$ cat src/rtl/txv_pkg.sv
package txv_pkg;
  localparam int CELL_PIX = 8;
  localparam int PHASE_W  = 3;

  localparam logic [PHASE_W-1:0] PH_ISSUE = 3'd0;
  localparam logic [PHASE_W-1:0] PH_CODE  = 3'd2;
  localparam logic [PHASE_W-1:0] PH_GLYPH = 3'd4;
  localparam logic [PHASE_W-1:0] PH_LOAD  = 3'd7;

  localparam int BLANK_BIT = 4;
  localparam int SYNC_BIT  = 6;

  typedef struct packed {
    logic wide;
    logic alt;
  } charset_t;

  function automatic charset_t decode_ctrl(input logic [7:0] c);
    charset_t r;
    r.wide = ~c[4];
    r.alt  = ~c[3];
    return r;
  endfunction
endpackage

$ cat src/rtl/txv_raster.sv
module txv_raster #(
  parameter int COLS   = 128,
  parameter int ROWS   = 26,
  parameter int SCANS  = 10,
  parameter int COL_W  = 7,
  parameter int ROW_W  = 5,
  parameter int SCAN_W = 4
) (
  input  logic              clk,
  input  logic              rst,
  output logic [2:0]        phase,
  output logic [COL_W-1:0]  col,
  output logic [SCAN_W-1:0] scan,
  output logic [ROW_W-1:0]  row,
  output logic              origin
);
  localparam logic [COL_W-1:0]  COL_LAST  = COL_W'(COLS - 1);
  localparam logic [SCAN_W-1:0] SCAN_LAST = SCAN_W'(SCANS - 1);
  localparam logic [ROW_W-1:0]  ROW_LAST  = ROW_W'(ROWS - 1);

  logic [2:0]        phase_q;
  logic [COL_W-1:0]  col_q;
  logic [SCAN_W-1:0] scan_q;
  logic [ROW_W-1:0]  row_q;

  always_ff @(posedge clk) begin
    if (rst) begin
      phase_q <= '0;
      col_q   <= '0;
      scan_q  <= '0;
      row_q   <= '0;
    end else begin
      phase_q <= phase_q + 3'd1;
      if (phase_q == 3'd7) begin
        if (col_q == COL_LAST) begin
          col_q <= '0;
          if (scan_q == SCAN_LAST) begin
            scan_q <= '0;
            if (row_q == ROW_LAST) row_q <= '0;
            else                   row_q <= row_q + 1'b1;
          end else begin
            scan_q <= scan_q + 1'b1;
          end
        end else begin
          col_q <= col_q + 1'b1;
        end
      end
    end
  end

  assign phase  = phase_q;
  assign col    = col_q;
  assign scan   = scan_q;
  assign row    = row_q;
  assign origin = ~|{phase_q, col_q, scan_q, row_q};
endmodule

$ cat src/rtl/txv_fetch.sv
module txv_fetch
  import txv_pkg::*;
#(
  parameter int COL_W  = 7,
  parameter int ROW_W  = 5,
  parameter int SCAN_W = 4,
  parameter int TIM_W  = 12,
  parameter int VA_W   = ROW_W + COL_W,
  parameter int FA_W   = SCAN_W + 8
) (
  input  logic              clk,
  input  logic              rst,
  input  logic [2:0]        phase,
  input  logic [COL_W-1:0]  col,
  input  logic [SCAN_W-1:0] scan,
  input  logic [ROW_W-1:0]  row,
  input  logic              origin,
  input  logic [7:0]        ctrl,
  input  logic [7:0]        vram_data,
  input  logic [7:0]        tim_data,
  output logic [VA_W-1:0]   vram_addr,
  output logic [TIM_W-1:0]  tim_addr,
  output logic [FA_W-1:0]   font_addr,
  output logic              code7,
  output logic              wide,
  output logic              alt,
  output logic              blank,
  output logic              hsync,
  output logic              origin_s
);
  localparam logic [31:0]      TIM_ORIGIN_32 = (32'd1 << COL_W) + 32'd1;
  localparam logic [TIM_W-1:0] TIM_ORIGIN    = TIM_ORIGIN_32[TIM_W-1:0];

  logic [VA_W-1:0]   va_q;
  logic [TIM_W-1:0]  ta_q;
  logic [FA_W-1:0]   fa_q;
  logic [SCAN_W-1:0] scan_s;
  charset_t          cs_s;
  logic              org_q;
  logic              code7_q;
  logic              blank_q;
  logic              hs_q;

  logic [31:0]       tim_sum;
  logic [TIM_W-1:0]  tim_next;
  logic [FA_W-1:0]   fa_next;
  logic              unused_fetch;

  always_comb begin
    tim_sum  = ((32'(row) + 32'd1) << COL_W) + 32'(col) + 32'd1;
    tim_next = tim_sum[TIM_W-1:0];
    fa_next  = {vram_data[7] & cs_s.wide, scan_s, vram_data[6:0]};
  end

  assign unused_fetch = ^{ctrl[7:5], ctrl[2:0], tim_data[7], tim_data[5], tim_data[3:0]};

  // Stage 1: issue video RAM and timing ROM reads, capture cell attributes
  always_ff @(posedge clk) begin
    if (rst) begin
      va_q   <= '0;
      ta_q   <= TIM_ORIGIN;
      scan_s <= '0;
      cs_s   <= '0;
      org_q  <= 1'b0;
    end else if (phase == PH_ISSUE) begin
      va_q   <= {row, col};
      ta_q   <= tim_next;
      scan_s <= scan;
      cs_s   <= decode_ctrl(ctrl);
      org_q  <= origin;
    end
  end

  // Stage 2: take code and timing byte, issue glyph read
  always_ff @(posedge clk) begin
    if (rst) begin
      fa_q    <= '0;
      code7_q <= 1'b0;
      blank_q <= 1'b1;
      hs_q    <= 1'b0;
    end else if (phase == PH_CODE) begin
      fa_q    <= fa_next;
      code7_q <= vram_data[7];
      blank_q <= tim_data[BLANK_BIT];
      hs_q    <= tim_data[SYNC_BIT];
    end
  end

  assign vram_addr = va_q;
  assign tim_addr  = ta_q;
  assign font_addr = fa_q;
  assign code7     = code7_q;
  assign wide      = cs_s.wide;
  assign alt       = cs_s.alt;
  assign blank     = blank_q;
  assign hsync     = hs_q;
  assign origin_s  = org_q;
endmodule

$ cat src/rtl/txv_serial.sv
module txv_serial
  import txv_pkg::*;
(
  input  logic       clk,
  input  logic       rst,
  input  logic [2:0] phase,
  input  logic [7:0] font_data,
  input  logic       code7,
  input  logic       wide,
  input  logic       alt,
  input  logic       blank,
  input  logic       hsync,
  input  logic       origin,
  output logic       pix_o,
  output logic       blank_o,
  output logic       hsync_o,
  output logic       frame_o
);
  logic [CELL_PIX-1:0] hold_q;
  logic                hold_blk;
  logic                hold_hs;
  logic                hold_org;
  logic [CELL_PIX-1:0] sh_q;
  logic                blk_q;
  logic                hs_q;
  logic                frm_q;
  logic                inv;
  logic [CELL_PIX-1:0] glyph;

  always_comb begin
    inv   = wide ? alt : code7;
    glyph = blank ? '0 : (font_data ^ {CELL_PIX{inv}});
  end

  always_ff @(posedge clk) begin
    if (rst) begin
      hold_q   <= '0;
      hold_blk <= 1'b1;
      hold_hs  <= 1'b0;
      hold_org <= 1'b0;
    end else if (phase == PH_GLYPH) begin
      hold_q   <= glyph;
      hold_blk <= blank;
      hold_hs  <= hsync;
      hold_org <= origin;
    end
  end

  always_ff @(posedge clk) begin
    if (rst) begin
      sh_q  <= '0;
      blk_q <= 1'b1;
      hs_q  <= 1'b0;
      frm_q <= 1'b0;
    end else if (phase == PH_LOAD) begin
      sh_q  <= hold_q;
      blk_q <= hold_blk;
      hs_q  <= hold_hs;
      frm_q <= hold_org;
    end else begin
      sh_q  <= {sh_q[CELL_PIX-2:0], 1'b0};
      frm_q <= 1'b0;
    end
  end

  assign pix_o   = sh_q[CELL_PIX-1];
  assign blank_o = blk_q;
  assign hsync_o = hs_q;
  assign frame_o = frm_q;
endmodule

$ cat src/rtl/txtvid_gen.sv
module txtvid_gen #(
  parameter  int COLS   = 128,
  parameter  int ROWS   = 26,
  parameter  int SCANS  = 10,
  parameter  int COL_W  = 7,
  parameter  int TIM_W  = 12,
  localparam int ROW_W  = (ROWS > 1) ? $clog2(ROWS) : 1,
  localparam int SCAN_W = (SCANS > 1) ? $clog2(SCANS) : 1,
  localparam int VA_W   = ROW_W + COL_W,
  localparam int FA_W   = SCAN_W + 8
) (
  input  logic             clk,
  input  logic             rst,
  input  logic [7:0]       ctrl,
  output logic [VA_W-1:0]  vram_addr,
  input  logic [7:0]       vram_data,
  output logic [TIM_W-1:0] tim_addr,
  input  logic [7:0]       tim_data,
  output logic [FA_W-1:0]  font_addr,
  input  logic [7:0]       font_data,
  output logic             pix_o,
  output logic             blank_o,
  output logic             hsync_o,
  output logic             frame_o,
  output logic             beep_o
);
  logic [2:0]        phase;
  logic [COL_W-1:0]  col;
  logic [SCAN_W-1:0] scan;
  logic [ROW_W-1:0]  row;
  logic              origin;
  logic              code7, wide, alt, blank, hsync, origin_s;
  logic              beep_q;

  txv_raster #(
    .COLS(COLS), .ROWS(ROWS), .SCANS(SCANS),
    .COL_W(COL_W), .ROW_W(ROW_W), .SCAN_W(SCAN_W)
  ) u_raster (
    .clk(clk), .rst(rst), .phase(phase), .col(col),
    .scan(scan), .row(row), .origin(origin)
  );

  txv_fetch #(
    .COL_W(COL_W), .ROW_W(ROW_W), .SCAN_W(SCAN_W),
    .TIM_W(TIM_W), .VA_W(VA_W), .FA_W(FA_W)
  ) u_fetch (
    .clk(clk), .rst(rst), .phase(phase), .col(col), .scan(scan),
    .row(row), .origin(origin), .ctrl(ctrl),
    .vram_data(vram_data), .tim_data(tim_data),
    .vram_addr(vram_addr), .tim_addr(tim_addr), .font_addr(font_addr),
    .code7(code7), .wide(wide), .alt(alt), .blank(blank),
    .hsync(hsync), .origin_s(origin_s)
  );

  txv_serial u_serial (
    .clk(clk), .rst(rst), .phase(phase), .font_data(font_data),
    .code7(code7), .wide(wide), .alt(alt), .blank(blank),
    .hsync(hsync), .origin(origin_s),
    .pix_o(pix_o), .blank_o(blank_o), .hsync_o(hsync_o), .frame_o(frame_o)
  );

  always_ff @(posedge clk) begin
    beep_q <= ~ctrl[5];
  end

  assign beep_o = beep_q;
endmodule

$ cat config.mk
export PLATFORM = sky130hd
export DESIGN_NAME = txtvid_gen
export DESIGN_NICKNAME = d
export VERILOG_FILES = /design/src/rtl/txv_pkg.sv /design/src/rtl/txv_raster.sv /design/src/rtl/txv_fetch.sv /design/src/rtl/txv_serial.sv /design/src/rtl/txtvid_gen.sv
export SDC_FILE = /design/constraint.sdc
export NUM_CORES = 1
export LEC_CHECK = 0
export CAP_MARGIN = 20
export CORE_MARGIN = 2
export CORE_UTILIZATION = 46
export CTS_CLUSTER_SIZE = 24
export DETAILED_ROUTE_END_ITERATION = 12
export GPL_ROUTABILITY_DRIVEN = 0
export PLACE_DENSITY = 0.75
export SLEW_MARGIN = 30
export SYNTH_ARGS = -nofsm -noshare
export SYNTH_HDL_FRONTEND = slang
export SYNTH_SLANG_ARGS = --single-unit
$ cat constraint.sdc
create_clock -name clk -period 1.5 [get_ports clk]
set_input_delay 0.3 -clock clk [delete_from_list [all_inputs] [get_ports clk]]
set_output_delay 0.3 -clock clk [all_outputs]
set_load 0.01 [all_outputs]
==> impl_metrics.toml <==
[route]
wl_um = 8319
dr.pass1.iters = 4
wl_per_cell_um = 13.68
viasPerCell = 5.224
vias = 3176
route.antenna.remaining_nets = 0
drc = 0
drt_iter0_markers = 200

[clock_network]
cts_made_buffers = 9
cts_tree = "yes"
clk_pin_slew_worst_paths_ps = 80
cts-htree-levels = 3
cts_max_path_buffers = 2
clock_latency_ps = 350
cts-root-buf = "clkbuf_8"
clock-sinks = 88

[yosys]
ys_types = 44
synth.net_count = 467
ys_seq_area_share_pct = 48.29
synth_area_leaders = "dfxtp_1 48%, nand2_1 8.4%, a21oi_1 6.6%"
yosys_warnings = 0
ys_async_sr_fraction_pct = 0
ys.flop_type = "dfxtp_1"
synth_seq_cells = 88
synth_area_um2 = 3648
synth_cells = 424
synth-edff-count = 0
syn_area_per_cell_um2 = 8.605
synth_top_area_share_pct = 48.29
synth_top_cell_by_area = "dfxtp_1"

[worst_setup_path]
critPathMaxStageDelay_ps = 400
rrSetupSlack_ps = 50
required_ps = 1790
cp_slowest_cell = "or3_4"
start_kind = "flop"
crit_type = "flop to flop"
arrival_ps = 1750
crit_path_max_fanout = 5
endpoint_kind = "flop"
path_cells = "ha_4 > and3_4 > nand4_4 > or3_4 > a21oi_2"

[floorplan]
die_area_um2 = 8660
rows = 32
coreArea_um2 = 7687
die_w_um = 93.06
start_util_pct = 47.46
die_h_um = 93.06
pin_count = 75

[sta]
clock_skew_ps = 5.249
fmax_ghz = 0.6878
whs_ps = 356.8
drv_slew = 0
setup_ws_ps = 46.14
hold_viol_final = 0
tightest_slew_ps = 346.6
period_share_pct = 96.92
fin_crit_ps = 1454
setup_viol = 0
max-slew-margin-rel_pct = 76.73

[global_routing]
grt-ovfl-total = 0
antenna_found_initial = 0
grt_max_degree = 79
gr-usage-all-layers_pct = 19.59
grt_pass1_vias = 2997
grt_first_pass_wirelength_um = 13590

[power]
clockPowerShare_pct = 36.4
p_sw_uw = 1116
seq_power_share_pct = 52.7
powerDensity_nw_per_um2 = 958.1
pwr-share-comb_pct = 10.8
p_int_uw = 3483
finalPower_uw = 4600
swShare_pct = 24.27
ir_drop_mv = 0.6654
leakage_uw = 0.001889

[final_layout]
final_area_um2 = 4801
n_antenna_cell = 0
drive_gt1_share_pct = 15.81
area_delta_synth_final_pct = 31.58
fin_util_pct = 62.45
nets = 544
fillers = 676

[worst_hold_path]
hp-class = "input pin to flop"

[status]
status = "finished clean"

[place]
portBuffers = 63
dp_slack_ps = -49.55
dpl_cell_area_um2 = 4526
dp_hpwl_um = 5650

[flow_run]
drv_cap = 0
-- routing by layer --
metal / share of wire (%) / GRT usage [%]
met2: 50 / 33.70
met4: 1.3 / 7.598
met1: 44 / 24.22
met3: 4.4 / 3.787
met5: 0 / 0
-- critical path: cells and delay by family, from the launching register on --
family | cells | cell delay (ps)
DFF | 1 | 360
adders and majority gates | 1 | 130
and+or+nand+nor | 3 | 770
AOI/OAI and AO/OA | 1 | 130
-- per-stage QoR --
step                setup TNS [ps]  cells
floorplan                   -20.68    424
global placement            -16.25    590
detailed placement          -142.3    590
CTS                              0    606
global route                -48.16    608
finish                           0    608
-- power by group through the flow --
| stage | registers (uW) | logic, uW | clock network [uW] |
|---|---|---|---|
| 4_1_cts | 2420 | 475 | 1710 |
| 3_3_place_gp | 2480 | 476 | 0 |
| 5_1_grt | 2430 | 548 | 1810 |
| 6_report | 2420 | 499 | 1680 |
| 3_5_place_dp | 2480 | 484 | 0 |
| 2_1_floorplan | 2490 | 240 | 0 |
-- cells by family after synthesis --
group	after synthesis	share of synthesized area, %
muxes	11	3.121
and+or+nand+nor	169	21.43
DFF	88	48.29
AOI/OAI and AO/OA	86	14.10
buffers and inverters	40	4.938
adders and majority gates	9	3.086
xor gates and xnor gates	21	5.041
-- sequential cells by signal, summed over array words and instances, names as in the netlist, 3 cells and up --
name               cells
u_fetch.scan_s         4
u_serial.hold_q        8
u_fetch.vram_addr     12
u_raster.col           7
u_fetch.tim_addr      12
u_fetch.font_addr     12
u_serial.sh_q          8
u_raster.scan          4
u_raster.row           5
u_raster.phase         3
-- cells in the mapped netlist, types with 3 or more instances --
cell type / number
dfxtp_1: 88
nand2_1: 82
a21oi_1: 48
nor2_1: 32
clkbuf_1: 18
nand3_1: 15
xnor2_1: 14
mux2i_1: 10
ha_1: 9
inv_1: 9
a22oi_1: 8
o21ai_0: 8
a211oi_1: 7
and3_1: 7
nand4_1: 7
xor2_1: 7
buf_2: 6
nor2b_1: 6
buf_4: 4
o211ai_1: 4
and4_1: 3
nor3_1: 3
nor4_1: 3
or3_1: 3
-- path summary, 6_finish.rpt --
| path | end | start | cells after the start |
|---|---|---|---|
| worst min register to register | u_raster.phase[0]$_SDFF_PP0_ | u_raster.phase[0]$_SDFF_PP0_ | 1 |
| worst min-delay path | u_fetch.tim_addr[10]$_SDFFE_PP0P_ | rst | 4 |
| worst max-delay path | u_raster.scan[1]$_SDFFE_PP0P_ | u_raster.col[1]$_SDFFE_PP0P_ | 5 |
| worst max register to register | u_raster.scan[1]$_SDFFE_PP0P_ | u_raster.col[1]$_SDFFE_PP0P_ | 5 |
-- cell usage in the layout, fill, tap and decap left out, drive strengths merged, types with 7 or more instances in the layout --
cell type	netlist	layout
xor2	7	7
dfxtp	88	88
inv	9	9
ha	9	9
mux2i	11	11
dlygate4sd2	0	41
nand2	82	82
clkdlybuf4s50	0	21
a22oi	8	8
nand3	16	16
clkbuf	18	12
nand4	8	9
a21oi	49	49
xnor2	14	14
nor2	32	32
buf	13	34
a211oi	7	7
and3	7	7
o21ai	8	8
-- cell type report --
cell class	instances	area [um^2]	share of cell area (%)
multi-input cells	297	1812	37.74
well taps	102	127.6	2.658
inverters	9	33.78	0.7037
flip-flops and latches	88	1769	36.85
clock inverters	4	52.55	1.095
repair buffers	96	850.8	17.72
clock buffers	12	155.1	3.232
-- timing repair --
item	4_1_cts	5_1_grt
gates cloned	0	1
hold buffers	0	0
setup endpoints to repair	54	34
setup buffers	0	1
resized for setup	47	25
pin swaps	0	4
Power figures use the tool's default switching activity.
